`config.mk`:
```
export PLATFORM = sky130hd
export DESIGN_NAME = sample_readout_seq
export DESIGN_NICKNAME = d
export VERILOG_FILES = /design/src/rtl/ro_pkg.sv /design/src/rtl/ro_phase_gen.sv /design/src/rtl/ro_token_sr.sv /design/src/rtl/ro_acq_flags.sv /design/src/rtl/sample_readout_seq.sv
export SDC_FILE = /design/constraint.sdc
export NUM_CORES = 1
export LEC_CHECK = 0
export BUFFER_PORTS_ARGS = -buffer_cell sky130_fd_sc_hd__buf_4
export CAP_MARGIN = 10
export CORE_MARGIN = 2
export CORE_UTILIZATION = 59
export CTS_BUF_LIST = sky130_fd_sc_hd__clkbuf_4
export DETAILED_ROUTE_END_ITERATION = 7
export PLACE_DENSITY_LB_ADDON = 0.2
export SLEW_MARGIN = 10
export SYNTH_ARGS = -nofsm -noshare
export SYNTH_HDL_FRONTEND = slang
export SYNTH_SLANG_ARGS = --single-unit
```
`constraint.sdc`:
```
create_clock -name clk_i -period 2.4 [get_ports clk_i]
set_clock_uncertainty 0.15 [all_clocks]
set_input_delay 0.36 -clock clk_i [delete_from_list [all_inputs] [get_ports clk_i]]
set_output_delay 0.36 -clock clk_i [all_outputs]
set_load 0.01 [all_outputs]
```
`src/rtl/ro_pkg.sv`:
```
package ro_pkg;
  typedef enum logic [1:0] {
    SL_RST  = 2'd0,
    SL_GAP1 = 2'd1,
    SL_CONN = 2'd2,
    SL_GAP2 = 2'd3
  } slot_e;
endpackage

```
`src/rtl/ro_phase_gen.sv`:
```
module ro_phase_gen
  import ro_pkg::*;
#(
  parameter int PH_W = 1
) (
  input  logic  clk_i,
  input  logic  rst_ni,
  input  logic  start_i,
  input  logic  run_i,
  output slot_e slot_o,
  output logic  wrap_o
);
  localparam int CW = (PH_W > 1) ? $clog2(PH_W) : 1;
  localparam logic [CW-1:0] CNT_LAST = CW'(PH_W - 1);

  logic [CW-1:0] cnt_q;
  slot_e         slot_q;

  always_ff @(posedge clk_i or negedge rst_ni) begin
    if (!rst_ni) begin
      slot_q <= SL_RST;
      cnt_q  <= '0;
    end else if (start_i) begin
      slot_q <= SL_RST;
      cnt_q  <= '0;
    end else if (run_i) begin
      if (cnt_q == CNT_LAST) begin
        cnt_q  <= '0;
        slot_q <= slot_e'(slot_q + 2'd1);
      end else begin
        cnt_q <= cnt_q + 1'b1;
      end
    end
  end

  assign slot_o = slot_q;
  assign wrap_o = run_i && (slot_q == SL_GAP2) && (cnt_q == CNT_LAST);
endmodule

```
`src/rtl/ro_token_sr.sv`:
```
module ro_token_sr #(
  parameter int STAGES = 132
) (
  input  logic              clk_i,
  input  logic              rst_ni,
  input  logic              load_i,
  input  logic              shift_i,
  output logic [STAGES-1:0] sel_o,
  output logic              last_o
);
  logic [STAGES-1:0] q;

  for (genvar i = 0; i < STAGES; i++) begin : g_stage
    logic d;
    if (i == 0) begin : g_head
      assign d = load_i ? 1'b1 : (shift_i ? 1'b0 : q[0]);
    end else begin : g_body
      assign d = load_i ? 1'b0 : (shift_i ? q[i-1] : q[i]);
    end
    always_ff @(posedge clk_i or negedge rst_ni) begin
      if (!rst_ni) q[i] <= 1'b0;
      else         q[i] <= d;
    end
  end

  assign sel_o  = q;
  assign last_o = q[STAGES-1];
endmodule

```
`src/rtl/ro_acq_flags.sv`:
```
module ro_acq_flags (
  input  logic clk_i,
  input  logic rst_ni,
  input  logic gate_i,
  input  logic over_thr_i,
  input  logic close_i,
  output logic hit_o,
  output logic dchg_o
);
  logic gate_q, hit_q, dchg_q;
  logic gate_rise;

  assign gate_rise = gate_i && !gate_q;

  always_ff @(posedge clk_i or negedge rst_ni) begin
    if (!rst_ni) begin
      gate_q <= 1'b0;
      hit_q  <= 1'b0;
      dchg_q <= 1'b1;
    end else begin
      gate_q <= gate_i;
      // new gate restarts coincidence window
      if (gate_rise)   hit_q <= over_thr_i;
      else if (gate_i) hit_q <= hit_q | over_thr_i;
      // gate opening wins over a same-cycle close
      if (gate_rise)    dchg_q <= 1'b0;
      else if (close_i) dchg_q <= 1'b1;
    end
  end

  assign hit_o  = hit_q;
  assign dchg_o = dchg_q;
endmodule

```
`src/rtl/sample_readout_seq.sv`:
```
module sample_readout_seq
  import ro_pkg::*;
#(
  parameter int N_SAMPLE = 128,
  parameter int N_ID     = 4,
  parameter int PH_W     = 1
) (
  input  logic                       clk_i,
  input  logic                       rst_ni,
  input  logic                       rbi_i,
  input  logic                       gate_i,
  input  logic                       over_thr_i,
  input  logic                       zs_en_i,
  output logic [N_SAMPLE+N_ID-1:0]   sel_o,
  output logic                       ph_rst_o,
  output logic                       ph_rd_o,
  output logic                       out_en_o,
  output logic                       rbo_o,
  output logic                       dchg_o
);
  localparam int STAGES = N_SAMPLE + N_ID;

  logic  busy_q, rbo_q;
  logic  accept, suppress, start, skip, done, rbo_d;
  logic  wrap, last, hit;
  slot_e slot;

  assign accept   = rbi_i && !busy_q;
  assign suppress = zs_en_i && !hit;
  assign start    = accept && !suppress;
  assign skip     = accept && suppress;
  assign done     = wrap && last;
  assign rbo_d    = skip || done;

  always_ff @(posedge clk_i or negedge rst_ni) begin
    if (!rst_ni) begin
      busy_q <= 1'b0;
      rbo_q  <= 1'b0;
    end else begin
      rbo_q <= rbo_d;
      if (start)     busy_q <= 1'b1;
      else if (done) busy_q <= 1'b0;
    end
  end

  ro_phase_gen #(.PH_W(PH_W)) u_phase (
    .clk_i   (clk_i),
    .rst_ni  (rst_ni),
    .start_i (start),
    .run_i   (busy_q),
    .slot_o  (slot),
    .wrap_o  (wrap)
  );

  ro_token_sr #(.STAGES(STAGES)) u_token (
    .clk_i   (clk_i),
    .rst_ni  (rst_ni),
    .load_i  (start),
    .shift_i (wrap),
    .sel_o   (sel_o),
    .last_o  (last)
  );

  ro_acq_flags u_acq (
    .clk_i      (clk_i),
    .rst_ni     (rst_ni),
    .gate_i     (gate_i),
    .over_thr_i (over_thr_i),
    .close_i    (rbo_d),
    .hit_o      (hit),
    .dchg_o     (dchg_o)
  );

  assign ph_rst_o = busy_q && (slot == SL_RST);
  assign ph_rd_o  = busy_q && (slot == SL_CONN);
  assign out_en_o = busy_q;
  assign rbo_o    = rbo_q;
endmodule

```
## Yosys cells after proc, flatten, opt, wreduce, memory -nomap -nowiden

Index checks and enable logic that the tools add are counted.

| word-level totals | value |
|---|---|
| register bits after elaboration | 140 |
| output and inout bits | 137 |
| word-level logic and storage cells | 444 |

| cells by class | value |
|---|---|
| add/sub/neg operators | 2 |
| equal/unequal tests | 3 |
| multiplexer cells | 276 |
| bitwise logic cells | 2 |
| reduce and logical (&&, ||, !) cells | 22 |

Operators with widths:

| cell | count |
|---|---|
| $mux W1 | 273 |
| $logic_and A1 B1 Y1 | 10 |
| $reduce_bool A2 Y1 | 5 |
| $mux W2 | 3 |
| $eq A2 B2 Y1 const B | 2 |
| $logic_not A1 Y1 | 4 |
| $add A2 B1 Y2 const B | 1 |
| $logic_not A2 Y1 | 1 |
| $ne A2 B1 Y1 const B | 1 |
| $reduce_and A2 Y1 | 1 |
| $add A1 B1 Y1 const B | 1 |
| $logic_or A1 B1 Y1 | 1 |
| $not A1 Y1 | 1 |
| $or A1 B1 Y1 | 1 |

## Depth between registers and ports, before layout

Gate-level depths: netlist of run 1.

| logic depth | value |
|---|---|
| depth after elaboration | 7 |
| depth in mapped cells | 7 |

## Modules after synthesis

From an unflattened synthesis of run 1, not the netlist that was laid out.

| unflattened totals | value |
|---|---|
| cell total of the unflattened synthesis | 452 |
| area, all modules | 5680.4 µm² |

By module, submodules not included:

| module | instances | cells an instance | area each (µm²) |
|---|---|---|---|
| ro_token_sr | 1 | 427 | 5366.4 |
| sample_readout_seq | 1 | 11 | 118.9 |
| ro_acq_flags | 1 | 6 | 98.8 |
| ro_phase_gen | 1 | 8 | 96.3 |

## Worst setup path after synthesis of run 1

Ideal clock, no wire load.

| timing path | value |
|---|---|
| path kind | reg-to-reg |
| from | register busy_q, in the netlist out_en_o |
| to | register u_token.q[106], in the netlist u_token.sel_o[106] |
| library setup time | 0.118 ns |
| arrival time | 1.240 ns |
| required time | 2.132 ns |
| path slack | 0.892 ns |
| stages on the path, launching flop included | 8 |
| path buffers | 4 |
| cell sequence | dfrtp_1 buf_4 and2_1 buf_4 buf_8 buf_4 nand2_1 a21oi_2 |

| on the way | value |
|---|---|
| word-level cells in the longest chain between the ends | 4 |

Ends and longest elaborated chain:

| what | RTL line | source |
|---|---|---|
| start, declared | sample_readout_seq.sv:23 | `logic busy_q, rbo_q;` |
| start signal, assigned | sample_readout_seq.sv:37 | `busy_q <= 1'b0;` |
| start signal, assigned | sample_readout_seq.sv:41 | `if (start) busy_q <= 1'b1;` |
| start signal, assigned | sample_readout_seq.sv:42 | `else if (done) busy_q <= 1'b0;` |
| $logic_not A1 Y1 | sample_readout_seq.sv:28 | `assign accept = rbi_i && !busy_q;` |
| $logic_and A1 B1 Y1 | sample_readout_seq.sv:28 |  |
| $logic_and A1 B1 Y1 | sample_readout_seq.sv:30 | `assign start = accept && !suppress;` |
| $mux W1 or $reduce_bool A2 Y1 (tied branches) | - |  |
| end signal, assigned by index | ro_token_sr.sv:21 | `if (!rst_ni) q[i] <= 1'b0;` |
| end signal, assigned by index | ro_token_sr.sv:22 | `else q[i] <= d;` |
| end, declared | ro_token_sr.sv:11 | `logic [STAGES-1:0] q;` |

Parallel ways exist; a longest one is shown, timed or not.
A chain may end at the register's enable or synchronous reset.

## Final worst setup path of run 1

| timing path | value |
|---|---|
| from | register u_phase.slot_q[0], in the netlist u_phase.slot_o[0] |
| to | output port ph_rd_o |

| on the way | value |
|---|---|
| word-level cells in the longest chain between the ends | 2 |

Ends and longest elaborated chain:

| what | RTL line | source |
|---|---|---|
| start, declared | ro_phase_gen.sv:17 | `slot_e slot_q;` |
| start signal, assigned | ro_phase_gen.sv:29 | `slot_q <= slot_e'(slot_q + 2'd1);` |
| $eq A2 B2 Y1 | sample_readout_seq.sv:75 | `assign ph_rd_o = busy_q && (slot == SL_CONN);` |
| $logic_and A1 B1 Y1 | sample_readout_seq.sv:75 |  |
| end, declared | sample_readout_seq.sv:16 | `output logic ph_rd_o,` |

No other way between the ends.

==> summary.md, run 1 <==
| Metric | Value |
|---|---|
| Vias in the first global route | `around 4300` |
| # rows | `35` |
| Max Cap Violations | `0` |
| Post-Synth XOR/XNOR Area | `0` |
| Final core utilization | `0.769` |
| Fin nets | `~740` |
| Diodes inserted | `0` |
| Worst-path cell chain | `inv_1 > ha_1 > and2_1 > buf_4` |
| Setup crit end kind | `output port` |
| Root Driver | `clkbuf_4` |
| CP bufs+invs | `2` |
| Synth Warn # | `0` |
| GPL Wtd Cong | `0.821` |
| TritonCTS clock tree | `yes` |
| Num CTS Buffers | `17` |
| Max Transition Viols Final | `0` |
| Overall routed net length | `13.5 mm` |
| Slowest stage cell, crit path | `dfrtp_1` |
| Yosys reg bits | `139` |
| Core area | `9240 um2` |
| Area grow syn2layout | `26.1%` |
| Synth Area in Adders | `0.00666` |
| Async S/R FF share, synth | `1.00` |
| Synth cell count leaders | `nand2_1 (266), dfrtp_1 (138), a21oi_1 (116)` |
| Fillers | `638` |
| Period utilisation layout | `0.835` |
| # resized after CTS | `0` |
| First-pass GRT wire length | `21.1 mm` |
| Initial antenna violation count | `0` |
| Cells after Synth | `around 600` |
| Die ar. | `10400 um2` |
| Worst Path Arrival | `1.49 ns` |
| Total Routing Usage GR | `0.264` |
| Via-per-instance ratio | `5.31` |
| Setup CP Type | `flip-flop to output port` |
| # IOs | `about 140` |
| Slew Limit Headroom | `0.628` |
| Residual DRC | `0` |
| Synth cell types | `24` |
| Delay-heaviest family, CP | `flip-flops` |
| Measured slew at the worst slew-check pin | `approximately 0.56 ns` |
| Post-synthesis sequential area ratio | `0.617` |
| Worst setup SP type | `flip-flop` |
| Port Buffer Count | `142` |
| Compound-gate portion of the synthesized area | `0.136` |
| Layout cells sized above 1 | `0.268` |
| GRT overflow | `0` |
| Area share of and/or/nand/nor cells after synthesis | `0.184` |
| H-tree Lvls | `4` |
| Total negative setup slack | `0 ns` |
| Die width | `102 um` |
| Post-synth EDFFs | `0` |
| Initial Utilization | `0.610` |
| Mux cell area share after synthesis | `0` |
| Final hold vios | `0` |
| Pleak | `roughly 3.4 nW` |
| Period minus WS final | `2.00 ns` |
| Routed WL per cell | `between 15 and 20 um` |
| Final setup fails | `0` |
| Ranking of synthesized cells by area | `dfrtp_1 (61%), nand2_1 (18%), a21oi_1 (10%), a21oi_2 (2.3%), buf_4 (2.0%)` |
| CP max FO | `3` |
| Die height | `102 um` |
| Largest net degree at the start of global routing | `78` |
| Worst skew pair latency | `0.50 ns` |
| Syn avg cell area | `9.38 um2` |
| Worst Path Required | `around 1.9 ns` |
| Final std cells w/o fill | `872` |
| Synth Flop Type | `dfrtp_1` |
| Worst IR Drop VDD | `1.13 mV` |
| Via count | `4634` |
| Clock slew at reported path FFs | `between 0.1 and 0.15 ns` |
| CTS max path bufs | `2` |
| Slowest stage delay, CP | `just under 0.4 ns` |
| Most numerous cell in the Yosys netlist | `nand2_1` |
| Iteration-0 DRC count of the detailed router | `326` |
| Yosys top cell by area | `dfrtp_1` |
| Mapped Nets | `610` |
| Inst Count DP | `836` |
| Status | `finished, final reports clean` |
| Max Freq | `0.499 GHz` |
| Final ANT Viol Nets | `0` |
| Combinational family with the most area after synthesis | `simple AND/OR/NAND/NOR gates` |
| Top cell type's share of synthesized area | `0.613` |
| Mapped cell area | `5640 um2` |
| Placed wire-length estimate | `approximately 8.9 mm` |
| PwrDens | `1570 nW/um2` |
| CTS Sinks | `139` |
| RSZ-0062 raised after global routing | `false` |
| Hold Path Class | `input pin to asynchronous set/reset pin` |
| 1st-pass router iterations | `5` |
[worst reg2reg max path: stages (launching register included)]
cell and delay, ns:
dfrtp_1 0.58, and2_4 0.57, buf_4 0.34, nand2_1 0.12, a21oi_2 0.12
[repair_timing]
item,4_1_cts,5_1_grt
hold buffers,4,0
endpoints found under the hold margin,58,0
buffers inserted,0,0
[flip-flops by register name, indices dropped and copies added (netlist names)]
name            cells
rbo_o               1
u_phase.slot_o      2
u_token.last_o      1
out_en_o            1
u_token.sel_o     131
u_acq.hit_o         1
u_acq.gate_q        1
u_acq.dchg_o        1
[power by group]
group          internal, W  switching [W]
Sequential         0.00349        0.00111
Clock             0.000931       0.000818
Combinational      0.00223        0.00255
[path summary, 6_finish.rpt]
check | start | endpoint | slack [ns] | cells past startpoint
worst min register to register | u_token.sel_o[32] | u_token.sel_o[33] | 0.39 | 2
worst max register to register | out_en_o | u_token.sel_o[46] | 0.46 | 4
min in group clk_i | zs_en_i | rbo_o | 0.25 | 3
max in group asynchronous | rst_ni | u_token.sel_o[61] | 1.13 | 3
worst max-delay path | u_phase.slot_o[0] | ph_rd_o | 0.40 | 4
worst min-delay path | rst_ni | u_token.sel_o[35] | 0.22 | 2
[layout by cell type (no fill, tap or decap), drive strengths merged]
cell type / Yosys / layout
nor3b: 1 / 1
a2bb2oi: 1 / 1
nand2b: 1 / 1
o21a: 1 / 1
dfrtp: 138 / 138
inv: 3 / 3
nor2b: 1 / 1
clkbuf: 1 / 18
a21o: 1 / 1
clkinvlp: 0 / 2
dlygate4sd3: 0 / 4
dfstp: 1 / 1
buf: 45 / 152
a32o: 1 / 1
ha: 3 / 3
and2: 3 / 3
clkinv: 0 / 7
a21oi: 131 / 131
bufinv: 0 / 5
o21ai: 1 / 1
o31ai: 1 / 1
a22o: 1 / 1
nand2: 266 / 266
[metal layers]
layer / vias up / share of wire / GRT usage
met3: 18 / 0.058 / 0.0594
li1: 2192 / - / -
met1: 2259 / 0.42 / 0.369
met5: - / 0 / 0
met4: 0 / 0.015 / 0.0946
met2: 165 / 0.50 / 0.411
[cells by family (layout without fill, tap and decap cells)]
family          count (synthesis)  after routing
flops                         139            139
fa+ha+maj                       3              3
compound gates                138            138
simple gates                  272            272
buf+inv                        49            191
[cell type report]
type	instances	area (um2)	share of cell area
well taps	129	161	0.0227
flip-flops and latches	139	3480	0.490
multi-input cells	413	1860	0.261
inverters	3	11.3	0.00158
clock buffers	18	135	0.0190
repair buffers	156	1260	0.177
clock inverters	14	203	0.0285
[metrics by stage]
stage          cell area (um2)  total power, W  hold WS [ns]  setup WS, ns
2_1_floorplan             5640         0.00692       -0.0856         0.892
3_3_place_gp              6730         0.00923         0.202         0.580
6_report                  7110          0.0111         0.222         0.395
3_5_place_dp              6730         0.00942         0.207         0.444
5_1_grt                   7110          0.0118         0.212         0.261
4_1_cts                   7110          0.0112         0.207         0.361
(Power assumes the default switching activity.)
==> run 2, diff against run 1 <==
--- a/config.mk
+++ b/config.mk
@@ -5,10 +5,11 @@
 export SDC_FILE = /design/constraint.sdc
 export NUM_CORES = 1
 export LEC_CHECK = 0
+export ABC_AREA = 1
 export BUFFER_PORTS_ARGS = -buffer_cell sky130_fd_sc_hd__buf_4
 export CAP_MARGIN = 10
 export CORE_MARGIN = 2
-export CORE_UTILIZATION = 59
+export CORE_UTILIZATION = 56
 export CTS_BUF_LIST = sky130_fd_sc_hd__clkbuf_4
 export DETAILED_ROUTE_END_ITERATION = 7
 export PLACE_DENSITY_LB_ADDON = 0.2
==> constraint.sdc (replaced) <==
create_clock -name clk_i -period 2 [get_ports clk_i]
set_clock_uncertainty 0.15 [all_clocks]
set_input_delay 0.3 -clock clk_i [delete_from_list [all_inputs] [get_ports clk_i]]
set_output_delay 0.3 -clock clk_i [all_outputs]
set_load 0.01 [all_outputs]
==> summary.md, run 2 <==
| Metric | Value |
|---|---|
| Measured slew at the worst slew-check pin | `0.637 ns (was 0.558 ns)` |
| Die ar. | `12300 um2 (was 10400 um2)` |
| Most frequent cells in the layout | `nand2_1 (386), inv_1 (155), buf_4 (151), dfrtp_1 (138) (was nand2_1 (265), buf_4 (145), dfrtp_1 (138), a21oi_1 (116), clkbuf_4 (18))` |
| Switch Pwr | `0.00214 W (was 0.00448 W)` |
| Sw Share | `0.334 (was 0.403)` |
| Post-synthesis sequential area ratio | `0.544 (was 0.617)` |
| Synth Flop Type | `dfrtp_1 (unchanged)` |
| Area grow syn2layout | `23.1% (was 26.1%)` |
| Syn avg cell area | `7.62 um2 (was 9.38 um2)` |
| Commonest non-fill, non-tap cell in the layout | `nand2_1 (unchanged)` |
| Mapped Nets | `848 (was 610)` |
| # rows | `39 (was 35)` |
| Total Routing Usage GR | `0.236 (was 0.264)` |
| Largest net degree at the start of global routing | `64 (was 78)` |
| Worst setup SP type | `flip-flop (unchanged)` |
| Slowest stage cell, crit path | `dfrtp_1 (unchanged)` |
| Post-synth EDFFs | `0 (unchanged)` |
| Sequential share of power | `0.474 (was 0.413)` |
| Max Freq | `0.533 GHz` |
| Slew Limit Headroom | `0.574 (was 0.628)` |
| Fillers | `967 (was 638)` |
| Worst Path Required | `1.55 ns (was 1.89 ns)` |
| Synth cell count leaders | `nand2_1 (386), inv_1 (155), dfrtp_1 (138) (was nand2_1 (266), dfrtp_1 (138), a21oi_1 (116))` |
| Setup crit end kind | `output port (unchanged)` |
| Synth Warn # | `0 (unchanged)` |
| CTS max path bufs | `2 (unchanged)` |
| Post-CTS Setup Bufs | `0 (unchanged)` |
| Layout cells sized above 1 | `0.217 (was 0.268)` |
| Worst skew pair latency | `0.53 ns (was 0.50 ns)` |
| CP max FO | `3 (unchanged)` |
| Max reg flops | `131 (unchanged)` |
| CTS Sinks | `139 (unchanged)` |
| Worst-path cell chain | `inv_1 > ha_1 > nand2_1 > inv_1 > buf_4 (was inv_1 > ha_1 > and2_1 > buf_4)` |
| Top cell type's share of synthesized area | `0.540 (was 0.613)` |
| Clock slew at reported path FFs | `0.10 ns (was 0.11 ns)` |
| Ranking of synthesized cells by area | `dfrtp_1 (54%), nand2_1 (23%), inv_1 (9.1%), o21ai_0 (3.0%), o21ai_1 (3.0%) (was dfrtp_1 (61%), nand2_1 (18%), a21oi_1 (10%), a21oi_2 (2.3%), buf_4 (2.0%))` |
| First-pass GRT wire length | `23.3 mm (was 21.1 mm)` |
| Via count | `5212 (was 4634)` |
| Most numerous cell in the Yosys netlist | `nand2_1 (unchanged)` |
| Worst Path Arrival | `1.43 ns (was 1.49 ns)` |
| Delay-heaviest family, CP | `flip-flops (unchanged)` |
| Diodes inserted | `0 (unchanged)` |
| PwrDens | `815 nW/um2 (was 1570 nW/um2)` |
| H-tree Lvls | `4 (unchanged)` |
| GRT overflow | `0 (unchanged)` |
| Pre-CTS setup slack | `0.265 ns (was 0.444 ns)` |
| GPL Wtd Cong | `0.782 (was 0.821)` |
| Root Driver | `clkbuf_4 (unchanged)` |
| Async S/R FF share, synth | `1.00 (unchanged)` |
| Port Buffer Count | `142 (unchanged)` |
| Slowest stage delay, CP | `0.41 ns (was 0.39 ns)` |
| Status | `finished, final reports clean (unchanged)` |
| Finished Cell Area | `7870 um2 (was 7110 um2)` |
| Final ANT Viol Nets | `0 (unchanged)` |
| Vias in the first global route | `4779 (was 4317)` |
| Hold Path Class | `input pin to asynchronous set/reset pin (unchanged)` |
| Final hold vios | `0 (unchanged)` |
| Core area | `11300 um2 (was 9240 um2)` |
| RSZ-0062 raised after global routing | `false (unchanged)` |
| Yosys top cell by area | `dfrtp_1 (unchanged)` |
| Die width | `111 um (was 102 um)` |
| Cells after Synth | `839 (was 601)` |
| Synth cell types | `18 (was 24)` |
| Final worst slack | `0.124 ns (was 0.395 ns)` |
| Iteration-0 DRC count of the detailed router | `300 (was 326)` |
| Final setup fails | `0 (unchanged)` |
| Period utilisation layout | `0.938` |
| Max Cap Violations | `0 (unchanged)` |
| Pleak | `5.11 nW (was 3.44 nW)` |
| Hold Buf Count CTS | `5 (was 4)` |
| Total negative setup slack | `0 ns (unchanged)` |
| Most prevalent standard cell on the critical path | `inv_1` |
| # resized after CTS | `0 (unchanged)` |
| Overall routed net length | `14.1 mm (was 13.5 mm)` |
| Period minus WS final | `1.88 ns` |
| CP bufs+invs | `3 (was 2)` |
| Combinational Power Share | `0.243 (was 0.430)` |
| Routed WL per cell | `12.4 um (was 15.5 um)` |
| # IOs | `143 (unchanged)` |
| Clk pwr share | `0.283 (was 0.157)` |
| Die height | `111 um (was 102 um)` |
| Fin nets | `986 (was 739)` |
| Placement Cell Area | `7540 um2 (was 6730 um2)` |
| Yosys reg bits | `139 (unchanged)` |
| Placed wire-length estimate | `9.32 mm (was 8.93 mm)` |
| Max Transition Viols Final | `0 (unchanged)` |
| Via-per-instance ratio | `4.60 (was 5.31)` |
| Pint | `0.00428 W (was 0.00665 W)` |
| Num CTS Buffers | `17 (unchanged)` |
| Initial antenna violation count | `0 (unchanged)` |
| Residual DRC | `0 (unchanged)` |
| TritonCTS clock tree | `yes (unchanged)` |
| Worst IR Drop VDD | `0.481 mV (was 1.13 mV)` |
| Setup CP Type | `flip-flop to output port (unchanged)` |
| Initial Utilization | `0.567 (was 0.610)` |
| Mapped cell area | `6390 um2 (was 5640 um2)` |
| 1st-pass router iterations | `5 (unchanged)` |
run 2: cell count changes after synthesis, sizes merged, moves of 3 or more:
| cell | change |
|---|---|
| nand3 | +4 |
| nor2 | +3 |
| o21ai | +76 |
| nand2 | +121 |
| inv | +178 |
| buf | -10 |
| clkbuf | +8 |
| a21oi | -131 |
| and2 | -3 |
run 2: worst paths after layout:
kind | start | cells past startpoint | to | slack (ns)
max | u_phase.slot_o[0] | 5 | ph_rd_o | 0.12
min | rst_ni | 2 | u_token.sel_o[117] | 0.12
max reg2reg | u_phase.slot_o[0] | 7 | u_token.sel_o[2] | 0.25
min reg2reg | u_token.sel_o[0] | 2 | u_token.sel_o[0] | 0.40
max in group asynchronous | rst_ni | 3 | u_token.sel_o[73] | 0.97
min in group clk_i | zs_en_i | 7 | u_acq.dchg_o | 0.17
run 2: layout make-up:
class	count	area, um2	area share
sequential	139	3480	0.442
inverter	181	682	0.0866
clock inverter	12	129	0.0164
multi-input combinational	475	1940	0.246
tap	143	179	0.0227
clock buffer	20	150	0.0191
timing repair buffer	163	1320	0.167
run 2: power by group through the flow:
| stage | Combinational [W] | Sequential, W | Clock [W] |
|---|---|---|---|
| global route | 0.00174 | 0.00306 | 0.00202 |
| detailed placement | 0.00157 | 0.00309 | 0 |
| CTS | 0.00158 | 0.00304 | 0.00188 |
| floorplan | 0.00114 | 0.00311 | 0 |
| finish | 0.00156 | 0.00304 | 0.00182 |
| global placement | 0.00155 | 0.00309 | 0 |
run 2: cells by family after synthesis:
family                     synth area share
buffers and inverters                 0.154
DFF                                   0.544
and+or+nand+nor                       0.234
AOI/OAI and AO/OA                    0.0620
adders and majority gates           0.00587
run 2: worst register-to-register path: stages (launching register included):
cell and delay, ns:
dfrtp_1 0.41, ha_1 0.24, nand2_4 0.10, buf_4 0.43
nand2_1 0.13, o21ai_0 0.10, nand2_1 0.08, inv_1 0.06
run 2: layer usage:
layer / vias to the layer above / GRT usage / share of wire
li1: 2698 / - / -
met1: 2360 / 0.332 / 0.46
met2: 138 / 0.352 / 0.46
met3: 16 / 0.0711 / 0.062
met4: 0 / 0.0800 / 0.017
met5: - / 0 / 0
run 2: per-stage QoR:
stage          utilization  std cells  power (W)  hold WS, ns
3_3_place_gp         0.669       1096    0.00464        0.118
2_1_floorplan            -        839    0.00425       -0.146
4_1_cts              0.698       1133    0.00650       0.0757
6_report             0.698       1133    0.00642        0.118
5_1_grt              0.698       1133    0.00683       0.0967
3_5_place_dp         0.669       1096    0.00466        0.112
